## src/rtl/quad_page_writer.sv

```systemverilog
`timescale 1ns/1ps
module quad_page_writer #(
  parameter int        CLK_DIV  = 4,
  parameter logic [7:0] OP_SMALL = 8'h12,
  parameter logic [7:0] OP_LARGE = 8'h38
) (
  input  logic        clk,
  input  logic        rst_n,
  input  logic        start,
  input  logic        big_dev,
  input  logic        addr4,
  input  logic [31:0] start_addr,
  input  logic [7:0]  byte_data,
  input  logic        byte_valid,
  input  logic        byte_last,
  output logic        byte_ready,
  output logic        busy,
  output logic        done,
  output logic        cs_n,
  output logic        sclk,
  output logic [3:0]  dq_out,
  output logic [3:0]  dq_oe
);
  localparam int HALF = (CLK_DIV < 2) ? 1 : CLK_DIV / 2;
  localparam int DW   = $clog2(HALF) + 1;

  typedef enum logic [2:0] {ST_IDLE, ST_CMD, ST_ADDR, ST_DATA, ST_WAIT} st_t;

  st_t         st;
  logic        sclk_r, cs_r, done_r, wide, cur_last;
  logic        hold_full, hold_last, got_last;
  logic [DW-1:0] div;
  logic [2:0]  slot;
  logic [7:0]  cmd_sh, hold;
  logic [31:0] addr_sh;
  logic [3:0]  lo_nib, dq_r, oe_r;

  wire        running   = (st == ST_CMD) || (st == ST_ADDR) || (st == ST_DATA);
  wire        tick      = running && (div == DW'(HALF - 1));
  wire        fall      = tick && sclk_r;
  wire [2:0]  addr_last = wide ? 3'd7 : 3'd5;
  wire [7:0]  op        = big_dev ? OP_LARGE : OP_SMALL;
  wire        take      = byte_valid && byte_ready;
  wire        nxt_byte  = (fall && st == ST_ADDR && slot == addr_last) ||
                          (fall && st == ST_DATA && slot == 3'd1 && !cur_last) ||
                          (st == ST_WAIT);

  assign byte_ready = (st != ST_IDLE) && !hold_full && !got_last;
  assign busy       = (st != ST_IDLE);
  assign done       = done_r;
  assign cs_n       = cs_r;
  assign sclk       = sclk_r;
  assign dq_out     = dq_r;
  assign dq_oe      = oe_r;

  always_ff @(posedge clk) begin
    if (!rst_n) begin
      st        <= ST_IDLE;
      sclk_r    <= 1'b0;
      cs_r      <= 1'b1;
      done_r    <= 1'b0;
      wide      <= 1'b0;
      cur_last  <= 1'b0;
      hold_full <= 1'b0;
      hold_last <= 1'b0;
      got_last  <= 1'b0;
      div       <= '0;
      slot      <= '0;
      cmd_sh    <= '0;
      hold      <= '0;
      addr_sh   <= '0;
      lo_nib    <= '0;
      dq_r      <= '0;
      oe_r      <= '0;
    end else begin
      done_r <= 1'b0;
      if (take) begin
        hold      <= byte_data;
        hold_last <= byte_last;
        hold_full <= 1'b1;
        if (byte_last) got_last <= 1'b1;
      end
      if (running) div <= tick ? '0 : div + 1'b1;
      if (tick) sclk_r <= ~sclk_r;

      case (st)
        ST_IDLE: if (start) begin
          st       <= ST_CMD;
          cs_r     <= 1'b0;
          oe_r     <= 4'b0001;
          dq_r     <= {3'b000, op[7]};
          cmd_sh   <= {op[6:0], 1'b0};
          addr_sh  <= addr4 ? start_addr : {start_addr[23:0], 8'h00};
          wide     <= addr4;
          slot     <= '0;
          div      <= '0;
          sclk_r   <= 1'b0;
          got_last <= 1'b0;
        end
        ST_CMD: if (fall) begin
          if (slot == 3'd7) begin
            st      <= ST_ADDR;
            slot    <= '0;
            oe_r    <= 4'b1111;
            dq_r    <= addr_sh[31:28];
            addr_sh <= addr_sh << 4;
          end else begin
            slot   <= slot + 1'b1;
            dq_r   <= {3'b000, cmd_sh[7]};
            cmd_sh <= cmd_sh << 1;
          end
        end
        ST_ADDR: if (fall && slot != addr_last) begin
          slot    <= slot + 1'b1;
          dq_r    <= addr_sh[31:28];
          addr_sh <= addr_sh << 4;
        end
        ST_DATA: if (fall) begin
          if (slot == 3'd0) begin
            slot <= 3'd1;
            dq_r <= lo_nib;
          end else if (cur_last) begin
            st     <= ST_IDLE;
            cs_r   <= 1'b1;
            oe_r   <= 4'b0000;
            dq_r   <= 4'b0000;
            done_r <= 1'b1;
          end
        end
        default: ;
      endcase

      if (nxt_byte) begin
        if (hold_full) begin
          st        <= ST_DATA;
          slot      <= '0;
          dq_r      <= hold[7:4];
          lo_nib    <= hold[3:0];
          cur_last  <= hold_last;
          hold_full <= 1'b0;
          div       <= '0;
        end else begin
          st <= ST_WAIT;
        end
      end
    end
  end

  p_idle_release_r8: assert property (@(posedge clk) disable iff (!rst_n)
    cs_n |-> (dq_oe == 4'b0000 && !sclk));

  p_dq_on_low_r11: assert property (@(posedge clk) disable iff (!rst_n)
    (!cs_n && $past(!cs_n) && !$stable(dq_out)) |-> !sclk);

  p_done_on_exit_r7: assert property (@(posedge clk) disable iff (!rst_n)
    $fell(busy) |-> (done && cs_n));

  p_oe_shape_r2: assert property (@(posedge clk) disable iff (!rst_n)
    (dq_oe == 4'b0000 || dq_oe == 4'b0001 || dq_oe == 4'b1111));

  p_stall_low_r6: assert property (@(posedge clk) disable iff (!rst_n)
    (st == ST_WAIT) |-> !sclk);

  p_width_kept_r9: assert property (@(posedge clk) disable iff (!rst_n)
    (busy && $past(busy)) |-> $stable(wide));
endmodule

```

## config.mk

```make
export PLATFORM = sky130hd
export DESIGN_NAME = quad_page_writer
export DESIGN_NICKNAME = d
export VERILOG_FILES = /design/src/rtl/quad_page_writer.sv
export SDC_FILE = /design/constraint.sdc
export NUM_CORES = 1
export LEC_CHECK = 0
export CELL_PAD_IN_SITES_DETAIL_PLACEMENT = 1
export CELL_PAD_IN_SITES_GLOBAL_PLACEMENT = 2
export CORE_MARGIN = 10
export CORE_UTILIZATION = 32
export DETAILED_ROUTE_END_ITERATION = 16
export GPL_TIMING_DRIVEN = 0
export PLACE_DENSITY_LB_ADDON = 0.1
export RECOVER_POWER = 50
export SLEW_MARGIN = 20
export SYNTH_ARGS = -nofsm -noshare
export SYNTH_HDL_FRONTEND = slang
export SYNTH_SLANG_ARGS = --single-unit
export TNS_END_PERCENT = 50
```

## constraint.sdc

```tcl
create_clock -name clk -period 3.5 [get_ports clk]
set_clock_uncertainty 0.2 [all_clocks]
set_input_delay 0.7 -clock clk [delete_from_list [all_inputs] [get_ports clk]]
set_output_delay 0.7 -clock clk [all_outputs]
set_load 0.1 [all_outputs]
```

== Word level (Yosys, flattened, before mapping) ==
Index checks and enable logic that the tools add are counted.
Storage, ports and cells
  flip-flop bits (word level): 76
  bits of input ports: 47
  logic and storage cells: 149
Cells by class
  add/subtract/negate cells: 2
  eq/ne operators: 23
  muxes and demuxes: 69
  bitwise gates (word level): 4
  reduce and logical (&&, ||, !) cells: 34
Operator list (number)
  two-way mux 32 bit: 5
  one-hot mux 32 bit (3 select lines): 1
  two-way mux 4 bit: 15
  two-way mux 3 bit: 16
  two-way mux 8 bit: 3
  one-hot mux 4 bit (4 select lines): 1
  one-hot mux 8 bit (2 select lines): 1
  two-way mux 1 bit: 15
  inequality test 3 bit (second input constant): 5
  two-way mux 2 bit: 7
  AND reduction 7 bit: 2
  inequality test 2 bit (second input constant): 6
  one-hot mux 3 bit (4 select lines): 1
  one-hot mux 4 bit (3 select lines): 1
  logical AND 1 bit: 11
  AND reduction 5 bit: 2
  one-hot mux 3 bit (3 select lines): 1
  nonzero test 3 bit: 3
  equality test 3 x 1 -> 1 bit (second input constant): 2
  equality test 3 x 2 -> 1 bit (second input constant): 2
  equality test 3 bit (second input constant): 2
  logical NOT 3 bit: 2
  two-way mux 6 bit: 1
  logical OR 1 bit: 4
  15 further kinds: 23

== Longest topological paths before layout ==
  depth in word-level cells: 12
  depth in mapped cells: 13
  mapped depth without buffers: 10

== Worst setup path before layout ==
OpenSTA, ideal clock, no wires.
  kind: register to output
  start point: register st[1]
  end point: output port byte_ready
  arrival: 1.859 ns
  slack: 0.741 ns
  cell stages (with the launch flop): 5
  buffers on the path: 2
  cells stage by stage: dfxtp_1 buf_2 nor3_1 nor3_1 clkbuf_1
Between the ends
  word-level cells in the longest chain between the ends: 3
Ends and longest elaborated chain
  start, declared: line 29  | st_t st;
  start signal, assigned: line 58  | st <= ST_IDLE;
  start signal, assigned: line 88  | st <= ST_CMD;
  start signal, assigned: line 102  | st <= ST_ADDR;
  nonzero test 3 bit: line 48  | assign byte_ready = (st != ST_IDLE) && !hold_full && !got_last;
  logical AND 1 bit (2 in a row): line 48
  end, declared: line 16  | output logic byte_ready,
No other way between the ends.

== Worst setup path in the final report ==
Same ends and word-level chain as after synthesis.

==> results.toml <==
[clock_tree]
cts_root_buf = "clkbuf_16"
htree_levels = 3
clock_latency_ns = 0.34
tritoncts = "done"
numCtsBuffers = 9
cts_max_path_buffers = 2
cts.sinks = 72
path_clk_slew_ns = 0.06

[setup_path]
cp-end-kind = "output pin"
cp_max_fo = 10
crit_path_top_delay_cell = "buf_2"
slowest_delay_ns = 0.52
startpoint_type = "flop"
crit_arrival_ns = 2.34
crit_chain = "buf_2 -> nor3_1 -> nor3_1 -> clkbuf_1 -> buf_2"
worstSetupPathType = "reg2out"
required_ns = 2.60

[global_routing]
gr-total-overflow = 0
grt_usage_pct = 15.7
grt_pass1_vias = 3813
grt_max_degree = 12
grt_pass1_wl_mm = 20.9
antenna_found_initial = 0

[route]
drt-wirelength-per-cell_microns = 19.2
drc = 0
drt_iter0_markers = 140
drt_wl_total_mm = 12.9
antenna_left = 0
vias = 3497
first_pass_iters = 4
via_per_inst = 5.21

[sta]
max_freq_mhz = 309
hold_viol = 0
worstMarginPinSlew_ns = 1.18
period_needed_ns = 3.24
whs_ns = 0.239
rsz0062_at_grt = "no"
setup_viol = 0
max_slew_margin_pct = 21.9
fin_setup_tns_ns = 0
worst_slack_ns = 0.260
final-max-slew-violation-count = 0
fin_crit_sh_pct = 92.6

[synthesis]
synth-edff-count = 0
ys_async_sr_fraction_pct = 0
synth-seq-area-share_pct = 36.9
synthCells = 453
synth_fp_nets = 505
syn-mean-instance-area_sq_um = 8.62
ys.flop_type = "dfxtp_1"
ys_ff_latch = 72
synthesis.area_sq_mm = 0.00390
yosysUniqueCellTypes = 53
synth_warnings = 0

[placement]
dpl_cell_area_sq_mm = 0.00466
port_buffers = 57
place_inst = 657
dpl.hpwl_mm = 9.70
place_congestion = 0.871
post-place-ws_ns = -0.111

[floorplan]
die-area_sq_mm = 0.0170
core.rowCount = 40
fp.dieW_microns = 130
ios = 60
dieHeight_microns = 130
core_area_sq_mm = 0.0120
start_util_pct = 32.6

[power_and_ir_drop]
power_mw = 2.36
power_density_mw_per_mm2 = 479
ir_worst_vdd_v = 0.000207
leakagePower_nw = 1.98

[final_layout]
antenna_cells = 0
fin_util_pct = 41.2
design_area_sq_mm = 0.00492
drive_gt1_share_pct = 9.35
final_cell_mix = "nand2_1 (81), dfxtp_1 (72), clkdlybuf4s50_1 (44)"
num-fill-cells = 1412
nNetsFinal = 573
final_common_cell = "nand2_1"
multi_input_area_sq_mm = 0.00224
area_growth_pct = 26.1
finalNonFillerCells = 671
register_area_sq_mm = 0.00144

[run_status]
outcome = "finished, final reports clean"

[run]
drv_cap = 0

[worst_hold_path]
hold_class = "reg2reg"
[layer usage]
layer / wire length (microns) / vias to the layer above / GRT usage [%]
met4: 185 / 0 / 5.95
met2: 6120 / 67 / 26.1
li1: - / 1751 / -
met1: 5980 / 1665 / 19.4
met3: 567 / 14 / 3.51
met5: 0 / - / 0
[worst paths after layout]
path              cells after the start                 to  slack (ns)          startpoint
setup / recovery                      5         byte_ready        0.26  st[1]$_SDFFE_PN0P_
hold / removal                        2  div[1]$_SDFF_PN0_        0.24   div[1]$_SDFF_PN0_
setup reg to reg                     13  div[0]$_SDFF_PN0_        0.28  st[1]$_SDFFE_PN0P_
hold reg to reg                       2  div[1]$_SDFF_PN0_        0.24   div[1]$_SDFF_PN0_
[worst max-delay path: cells and delay by family (launching register included)]
kind	cells	cell delay (ns)
buffers and inverters	3	1.18
flip-flops	1	0.35
AND/OR/NAND/NOR	2	0.46
[where the power goes]
part	switching [mW]	internal, mW	leakage (nW)
Sequential	0.0376	0.882	0.588
Combinational	0.341	0.200	1.26
Clock	0.352	0.544	0.128
[logic make-up after synthesis]
family	synth area share (%)
multiplexers	7.69
AO/OA/AOI/OAI	24.6
buffers and inverters	5.77
XOR/XNOR	0.449
AND/OR/NAND/NOR	23.0
flip-flops	36.9
adder cells (fa/ha/maj)	1.60
[area by class of cell]
type / instances / share of cell area, %
tap: 147 / 3.74
clock buffer: 11 / 4.73
inverter: 5 / 0.381
sequential: 72 / 29.3
timing repair buffer: 57 / 11.4
buffer: 38 / 4.17
clock inverter: 3 / 0.915
multi-input combinational: 338 / 45.4
[registers in the layout, summed over array words and instances (netlist names), 2 cells and up]
signal	flops
dq_out	4
div	2
addr_sh	32
dq_oe	2
hold	8
lo_nib	4
cmd_sh	6
slot	3
st	3
[cell usage after synthesis, types with 2 or more instances]
| master | count | area [sq um] |
|---|---|---|
| nor3b_1 | 2 | 15.0 |
| nand2_1 | 81 | 304 |
| a211oi_1 | 2 | 15.0 |
| a31oi_1 | 5 | 31.3 |
| a21oi_1 | 14 | 70.1 |
| and4_1 | 4 | 35.0 |
| a21boi_1 | 22 | 165 |
| dfxtp_1 | 72 | 1440 |
| buf_1 | 2 | 7.51 |
| buf_6 | 2 | 22.5 |
| inv_1 | 5 | 18.8 |
| ha_1 | 5 | 62.6 |
| o21a_1 | 4 | 30.0 |
| a22oi_1 | 6 | 45.0 |
| o21ai_2 | 4 | 35.0 |
| o211ai_1 | 25 | 188 |
| nor2_1 | 12 | 45.0 |
| nor2b_1 | 10 | 62.6 |
| nand4_1 | 3 | 18.8 |
| o211a_1 | 8 | 80.1 |
| a21boi_0 | 16 | 120 |
| a21o_1 | 3 | 22.5 |
| clkbuf_1 | 13 | 48.8 |
| nand3b_1 | 3 | 22.5 |
| o21ai_0 | 7 | 35.0 |
| and2_1 | 7 | 43.8 |
| and3_1 | 3 | 18.8 |
| nor3_1 | 3 | 15.0 |
| mux2i_1 | 30 | 300 |
| buf_2 | 15 | 75.1 |
| nand2b_1 | 12 | 75.1 |
| buf_4 | 5 | 37.5 |
| nand3_1 | 28 | 140 |
[repair_timing]
action	in CTS	in global routing
pin swaps	0	0
setup endpoints to repair	1	2
buffers inserted	0	0
hold buffers	0	0
resized for setup	3	3
Note: power is estimated with default switching activity, not from simulation.
